**config.mk**
```make
export PLATFORM = sky130hd
export DESIGN_NAME = usb_ep_dma_link
export DESIGN_NICKNAME = d
export VERILOG_FILES = /design/src/rtl/usb_dma_pkg.sv /design/src/rtl/ep_byte_fifo.sv /design/src/rtl/ep_dma_chan.sv /design/src/rtl/usb_dma_regs.sv /design/src/rtl/usb_ep_dma_link.sv
export SDC_FILE = /design/constraint.sdc
export NUM_CORES = 1
export LEC_CHECK = 0
export CAP_MARGIN = 15
export CORE_ASPECT_RATIO = 0.9
export CORE_MARGIN = 5
export CORE_UTILIZATION = 55
export CTS_CLUSTER_DIAMETER = 40
export CTS_CLUSTER_SIZE = 14
export DETAILED_ROUTE_END_ITERATION = 16
export PLACE_DENSITY = 0.83
export SKIP_LAST_GASP = 1
export SLEW_MARGIN = 25
export SYNTH_ARGS = -nofsm -noshare
export SYNTH_HDL_FRONTEND = slang
export SYNTH_SLANG_ARGS = --single-unit
```
**constraint.sdc**
```tcl
create_clock -name clk -period 4.4 [get_ports clk]
set_clock_uncertainty 0.1 [all_clocks]
set_input_delay 0.88 -clock clk [delete_from_list [all_inputs] [get_ports clk]]
set_output_delay 0.88 -clock clk [all_outputs]
set_load 0.005 [all_outputs]
```
**src/rtl/usb_dma_pkg.sv**
```systemverilog
package usb_dma_pkg;
  localparam int NUM_EP     = 2;
  localparam int ADDR_W     = 4;
  localparam int REG_W      = 16;
  localparam int DATA_W     = 8;
  localparam int FIFO_DEPTH = 8;

  localparam logic [ADDR_W-1:0] CTRL_OFS  = 4'h0;
  localparam logic [ADDR_W-1:0] PORT0_OFS = 4'h4;
  localparam logic [ADDR_W-1:0] PORT1_OFS = 4'h8;

  localparam int CKSEL_BIT = 0;
  localparam int RUN_LSB   = 1;
  localparam int TEOT_LSB  = 5;

  typedef enum logic [1:0] {
    HIT_NONE  = 2'd0,
    HIT_CTRL  = 2'd1,
    HIT_PORT0 = 2'd2,
    HIT_PORT1 = 2'd3
  } reg_hit_e;
endpackage

```
**src/rtl/ep_byte_fifo.sv**
```systemverilog
module ep_byte_fifo #(
  parameter int DATA_W = 8,
  parameter int DEPTH  = 8
) (
  input  logic              clk,
  input  logic              rst,
  input  logic              push,
  input  logic [DATA_W-1:0] push_data,
  input  logic              pop,
  output logic [DATA_W-1:0] head,
  output logic              empty,
  output logic              full
);
  localparam int PTR_W = $clog2(DEPTH);
  localparam int CNT_W = $clog2(DEPTH + 1);
  localparam logic [PTR_W-1:0] LAST_PTR = PTR_W'(DEPTH - 1);
  localparam logic [CNT_W-1:0] FULL_CNT = CNT_W'(DEPTH);

  logic [DATA_W-1:0] mem [DEPTH];
  logic [PTR_W-1:0]  wr_ptr, rd_ptr;
  logic [CNT_W-1:0]  count;
  logic              push_ok, pop_ok;

  assign empty   = (count == '0);
  assign full    = (count == FULL_CNT);
  assign push_ok = push && !full;
  assign pop_ok  = pop && !empty;

  always_ff @(posedge clk) begin
    if (push_ok) mem[wr_ptr] <= push_data;
  end

  always_ff @(posedge clk) begin
    if (rst) begin
      wr_ptr <= '0;
      rd_ptr <= '0;
      count  <= '0;
    end else begin
      if (push_ok) wr_ptr <= (wr_ptr == LAST_PTR) ? '0 : wr_ptr + 1'b1;
      if (pop_ok)  rd_ptr <= (rd_ptr == LAST_PTR) ? '0 : rd_ptr + 1'b1;
      case ({push_ok, pop_ok})
        2'b10:   count <= count + 1'b1;
        2'b01:   count <= count - 1'b1;
        default: count <= count;
      endcase
    end
  end

  assign head = empty ? '0 : mem[rd_ptr];
endmodule

```
**src/rtl/ep_dma_chan.sv**
```systemverilog
module ep_dma_chan #(
  parameter int DATA_W = 8,
  parameter int DEPTH  = 8
) (
  input  logic              clk,
  input  logic              rst,
  input  logic              dir_in,
  input  logic              dma_en,
  input  logic              run_set,
  input  logic              eot_any,
  input  logic              dack,
  input  logic [DATA_W-1:0] dma_wdata,
  input  logic              core_wr,
  input  logic [DATA_W-1:0] core_wdata,
  input  logic              core_rd,
  input  logic              port_wr,
  input  logic [DATA_W-1:0] port_wdata,
  output logic              run,
  output logic              dreq,
  output logic              err,
  output logic [DATA_W-1:0] head
);
  logic              run_q, err_q;
  logic              empty, full;
  logic              level_ok, accept;
  logic              f_push, f_pop;
  logic [DATA_W-1:0] f_data;

  always_ff @(posedge clk) begin
    if (rst)              run_q <= 1'b0;
    else if (!dma_en)     run_q <= 1'b0;
    else if (eot_any)     run_q <= 1'b0;
    else if (run_set)     run_q <= 1'b1;
  end

  assign level_ok = dir_in ? !full : !empty;
  assign dreq     = run_q && dma_en && level_ok;
  assign accept   = dack && dreq;

  always_ff @(posedge clk) begin
    if (rst)                  err_q <= 1'b0;
    else if (dack && !dreq)   err_q <= 1'b1;
  end

  always_comb begin
    if (dir_in) begin
      f_push = accept || port_wr;
      f_data = accept ? dma_wdata : port_wdata;
      f_pop  = core_rd;
    end else begin
      f_push = core_wr;
      f_data = core_wdata;
      f_pop  = accept;
    end
  end

  ep_byte_fifo #(.DATA_W(DATA_W), .DEPTH(DEPTH)) u_fifo (
    .clk       (clk),
    .rst       (rst),
    .push      (f_push),
    .push_data (f_data),
    .pop       (f_pop),
    .head      (head),
    .empty     (empty),
    .full      (full)
  );

  assign run = run_q;
  assign err = err_q;
endmodule

```
**src/rtl/usb_dma_regs.sv**
```systemverilog
module usb_dma_regs
  import usb_dma_pkg::*;
#(
  parameter int AW = ADDR_W,
  parameter int RW = REG_W,
  parameter int DW = DATA_W,
  parameter int NE = NUM_EP
) (
  input  logic             clk,
  input  logic             rst,
  input  logic             bus_sel,
  input  logic             bus_wr,
  input  logic [AW-1:0]    bus_addr,
  input  logic [RW-1:0]    bus_wdata,
  input  logic [NE-1:0]    run,
  input  logic [NE*DW-1:0] head,
  output logic [NE-1:0]    run_set,
  output logic [NE-1:0]    eot_test,
  output logic [NE-1:0]    port_wr,
  output logic [DW-1:0]    port_wdata,
  output logic             cksel,
  output logic [RW-1:0]    rdata
);
  reg_hit_e      hit;
  logic          wr_ctrl;
  logic          cksel_q;
  logic [RW-1:0] rdata_q, view;

  always_comb begin
    case (bus_addr)
      CTRL_OFS:  hit = HIT_CTRL;
      PORT0_OFS: hit = HIT_PORT0;
      PORT1_OFS: hit = HIT_PORT1;
      default:   hit = HIT_NONE;
    endcase
  end

  assign wr_ctrl    = bus_sel && bus_wr && (hit == HIT_CTRL);
  assign run_set    = wr_ctrl ? bus_wdata[RUN_LSB +: NE]  : '0;
  assign eot_test   = wr_ctrl ? bus_wdata[TEOT_LSB +: NE] : '0;
  assign port_wr[0] = bus_sel && bus_wr && (hit == HIT_PORT0);
  assign port_wr[1] = bus_sel && bus_wr && (hit == HIT_PORT1);
  assign port_wdata = bus_wdata[DW-1:0];

  always_ff @(posedge clk) begin
    if (rst)          cksel_q <= 1'b0;
    else if (wr_ctrl) cksel_q <= bus_wdata[CKSEL_BIT];
  end

  always_comb begin
    view = '0;
    case (hit)
      HIT_CTRL: begin
        view[CKSEL_BIT]       = cksel_q;
        view[RUN_LSB +: NE]   = run;
      end
      HIT_PORT0: view[DW-1:0] = head[0 +: DW];
      HIT_PORT1: view[DW-1:0] = head[DW +: DW];
      default:   view = '0;
    endcase
  end

  always_ff @(posedge clk) begin
    if (rst)                    rdata_q <= '0;
    else if (bus_sel && !bus_wr) rdata_q <= view;
  end

  assign cksel = cksel_q;
  assign rdata = rdata_q;
endmodule

```
**src/rtl/usb_ep_dma_link.sv**
```systemverilog
module usb_ep_dma_link
  import usb_dma_pkg::*;
#(
  parameter int DW    = DATA_W,
  parameter int DEPTH = FIFO_DEPTH,
  parameter int AW    = ADDR_W,
  parameter int RW    = REG_W
) (
  input  logic                 clk,
  input  logic                 rst,
  input  logic                 bus_sel,
  input  logic                 bus_wr,
  input  logic [AW-1:0]        bus_addr,
  input  logic [RW-1:0]        bus_wdata,
  output logic [RW-1:0]        bus_rdata,
  input  logic [NUM_EP-1:0]    ep_dir_in,
  input  logic [NUM_EP-1:0]    dma_en,
  output logic [NUM_EP-1:0]    dreq,
  input  logic [NUM_EP-1:0]    dack,
  input  logic [DW-1:0]        dma_wdata,
  input  logic [NUM_EP-1:0]    eot,
  input  logic [NUM_EP-1:0]    core_wr,
  input  logic [NUM_EP*DW-1:0] core_wdata,
  input  logic [NUM_EP-1:0]    core_rd,
  output logic [NUM_EP*DW-1:0] fifo_head,
  output logic [NUM_EP-1:0]    dma_err,
  output logic                 cksel
);
  logic [NUM_EP-1:0] run_q;
  logic [NUM_EP-1:0] run_set, eot_test, port_wr;
  logic [DW-1:0]     port_wdata;

  usb_dma_regs #(.AW(AW), .RW(RW), .DW(DW), .NE(NUM_EP)) u_regs (
    .clk        (clk),
    .rst        (rst),
    .bus_sel    (bus_sel),
    .bus_wr     (bus_wr),
    .bus_addr   (bus_addr),
    .bus_wdata  (bus_wdata),
    .run        (run_q),
    .head       (fifo_head),
    .run_set    (run_set),
    .eot_test   (eot_test),
    .port_wr    (port_wr),
    .port_wdata (port_wdata),
    .cksel      (cksel),
    .rdata      (bus_rdata)
  );

  for (genvar g = 0; g < NUM_EP; g++) begin : g_ep
    ep_dma_chan #(.DATA_W(DW), .DEPTH(DEPTH)) u_chan (
      .clk        (clk),
      .rst        (rst),
      .dir_in     (ep_dir_in[g]),
      .dma_en     (dma_en[g]),
      .run_set    (run_set[g]),
      .eot_any    (eot[g] || eot_test[g]),
      .dack       (dack[g]),
      .dma_wdata  (dma_wdata),
      .core_wr    (core_wr[g]),
      .core_wdata (core_wdata[g*DW +: DW]),
      .core_rd    (core_rd[g]),
      .port_wr    (port_wr[g]),
      .port_wdata (port_wdata),
      .run        (run_q[g]),
      .dreq       (dreq[g]),
      .err        (dma_err[g]),
      .head       (fifo_head[g*DW +: DW])
    );
  end
endmodule

```
==> results by group <==
Synth
  – Share of the synthesized area in the top cell type: 51.3%
  – Number of library cell types mapped by synthesis: 49
  – Top post-synthesis cells by area: edfxtp_1 51%, dfxtp_1 10%, mux2i_1 6.7%
  – Flop and latch count out of synthesis: 167
  – Yosys Warn Count: 0
  – Ys flop type: edfxtp_1
  – Mean Syn Cell Area: 13.6 um^2
  – Post-synth EDFFs: 128
  – Synth area leader: edfxtp_1
  – Most common cell in the synthesized netlist: edfxtp_1
  – Post-synth design cell area: 7490 um^2
  – Synth Instances: 549
  – Top cells by count, synth: 128 x edfxtp_1, 57 x nor2_1, 50 x mux2i_1, 39 x dfxtp_1, 36 x a21oi_1
  – Seq/Total Area, Yosys: 61.7%
  – Async SR Flop Fraction: 0%

CTS
  – Setup Buffers After CTS: 0
  – CTS root buf: clkbuf_16
  – CTS clock-pin slew for the worst setup and hold paths: 0.07 ns
  – CTS buffer count: 17
  – CTS Buffer Depth: 2
  – CTS sink count: 167
  – TritonCTS clock tree: done
  – Hold buffers post-CTS: 0
  – PostCTS Resize Cnt: 0
  – Clk Latency, worst-skew pair: 0.42 ns
  – Number of H-tree levels: 4

Cells and area
  – Nets: around 700
  – N_diodes: 0
  – Synth-to-layout area growth: 21.1%
  – Share of cells above drive strength 1: between 10% and 20%

Detailed routing
  – DRT Pass-1 Iters: 5
  – WL/cell: around 21 um
  – DRC violations left: 0
  – ANT nets after route: 0
  – WL final: 17.1 mm
  – DRT iter0 DRCs: 393
  – Vias per inst: around 6.0
  – Vias: 4938

Global route
  – Antenna violations before repair: 0
  – Grt ovf: 0
  – Grt peak-use layer: met2
  – Largest net degree at the start of global routing: 33
  – Met2 Use GR: roughly 36%
  – Number of global-route vias before repair: roughly 5100
  – Global-route wire length before repair: 26.7 mm
  – Met1 Usage GRT: 28.1%
  – Grt met3 use: 5.78%
  – Total GRT Usage: 22.0%

STA
  – Fmax: 262 MHz
  – Fin. Hold Viols: 0
  – Finish-stage setup viols: 0
  – Max-slew headroom: 38.1%
  – Setup TNS: 0 ns
  – Fin crit share: 86.7%
  – Worst slew pin tran: slightly above 0.9 ns
  – Worst setup margin: 0.584 ns
  – Min cycle time layout: 3.82 ns
  – Max-slew violation count: 0
  – Setup repair after global routing missed its margin: false
  – Worst hold slack: 0.375 ns

Floorplanning
  – Die Footprint: 16100 um^2
  – Row cnt: 40
  – Initial Utilization: 56.1%
  – Die span in x: 133 um
  – Core Box Area: 13400 um^2
  – I/O Pins: just under 100
  – Die Span Y: ~120 um

Flow run
  – Max-cap violations: 0

Critical path
  – Crit Path Category: reg2out
  – CP startpoint kind: flop
  – Critical Path Fanout Max: 16
  – Req. time, crit path: 3.42 ns
  – CP Capture Type: primary output
  – Worst path arrival time: 2.84 ns

Worst hold path
  – Hold WC Path Type: reg2reg

Power and ir drop
  – Peak supply drop: around 0.28 mV
  – Tot Pwr: 3.84 mW
  – Leakage: 3.01 nW
  – Pwr Density: 424 nW/um^2

Placed design
  – Placer Congestion: 0.943
  – Number of port buffers: 80
  – Setup Slack @ Placement: 0.374 ns
  – Post-DP HPWL: 12.1 mm

Outcome
  – Status: finished, final reports clean
cell usage in the layout, fill, tap and decap left out, types with 4 or more instances in the layout:
cell type        Yosys  final
a21o_1               4      4
a21oi_1             36     36
a22oi_1              9      9
a2bb2oi_1            5      5
buf_4               12     23
clkbuf_16            0     17
clkdlybuf4s50_1      0     80
conb_1               1      8
dfxtp_1             39     39
edfxtp_1           128    128
ha_1                14     14
inv_6                0      4
mux2_2               6      6
mux2i_1             50     50
mux4_2              20     20
nand2_1             22     22
nand3_1             15     15
nor2_1              57     57
nor2b_1             10     10
nor3_1               8      8
nor4_1               5      4
nor4b_1              8      8
o21ai_0             17     17
xor2_1               7      7
routing by layer:
| layer | vias up | part of all wire (%) |
|---|---|---|
| met1 | 2396 | 41 |
| met4 | 0 | 2.8 |
| met2 | 233 | 47 |
| met5 | - | 0 |
| met3 | 34 | 8.6 |
| li1 | 2275 | - |
kinds of logic (layout without fill, tap and decap cells):
logic type	Yosys count	after routing	share of synthesized area [%]
flip-flops	167	167	61.7
multiplexers	76	76	13.6
buffers and inverters	42	138	3.24
adder cells (fa/ha/maj)	14	14	2.34
other	1	8	0.0501
AO/OA/AOI/OAI	93	93	7.72
AND/OR/NAND/NOR	148	148	10.4
XOR/XNOR	8	8	0.935
power breakdown:
part	total (mW)	switching [mW]	internal, mW
logic	0.547	0.274	0.274
registers	1.81	0.0583	1.76
clock network	1.48	0.607	0.876
total	3.84	0.939	2.91
cell type report:
cell class	count	area (um^2)
Clock buffer	20	457
Tap cell	168	210
Timing Repair Buffer	103	973
Fill cell	921	4290
Multi-Input combinational cell	347	2660
Clock inverter	12	140
Inverter	3	11.3
Sequential cell	167	4620
worst max-delay path, cell delays in order, from the launching register on:
cell,delay [ns]
dfxtp_1,0.93
mux4_2,0.60
mux2i_1,0.35
nor2_1,0.08
clkdlybuf4s50_1,0.46
path summary, 6_finish.rpt:
check                                       from                        endpoint  slack, ns  depth (start not counted)
setup / recovery                            flop                    fifo_head[5]       0.58                          4
hold / removal                   u_regs.rdata[3]                 u_regs.rdata[3]       0.38                          2
setup reg to reg  g_ep[1].u_chan.u_fifo.count[1]  g_ep[1].u_chan.u_fifo.count[2]       1.59                         10
hold reg to reg                  u_regs.rdata[3]                 u_regs.rdata[3]       0.38                          2
state kept, by name, indices dropped and copies added, names as in the netlist, named ones only:
register and flops:
g_ep.u_chan.run 2, g_ep.u_chan.u_fifo.mem 128, g_ep.u_chan.u_fifo.rd_ptr 6, u_regs.cksel 1
g_ep.u_chan.err 2, g_ep.u_chan.u_fifo.count 8, g_ep.u_chan.u_fifo.wr_ptr 6, u_regs.rdata 8
through the flow:
| step | utilization (%) | instance area, um^2 | std cells |
|---|---|---|---|
| 2_1_floorplan | - | 7520 | 556 |
| 3_3_place_gp | 63.4 | 8480 | 788 |
| 3_5_place_dp | 63.4 | 8480 | 788 |
| 4_1_cts | 67.9 | 9070 | 820 |
| 5_1_grt | 67.9 | 9070 | 820 |
| 6_report | 67.9 | 9070 | 820 |
(Power assumes the default switching activity.)
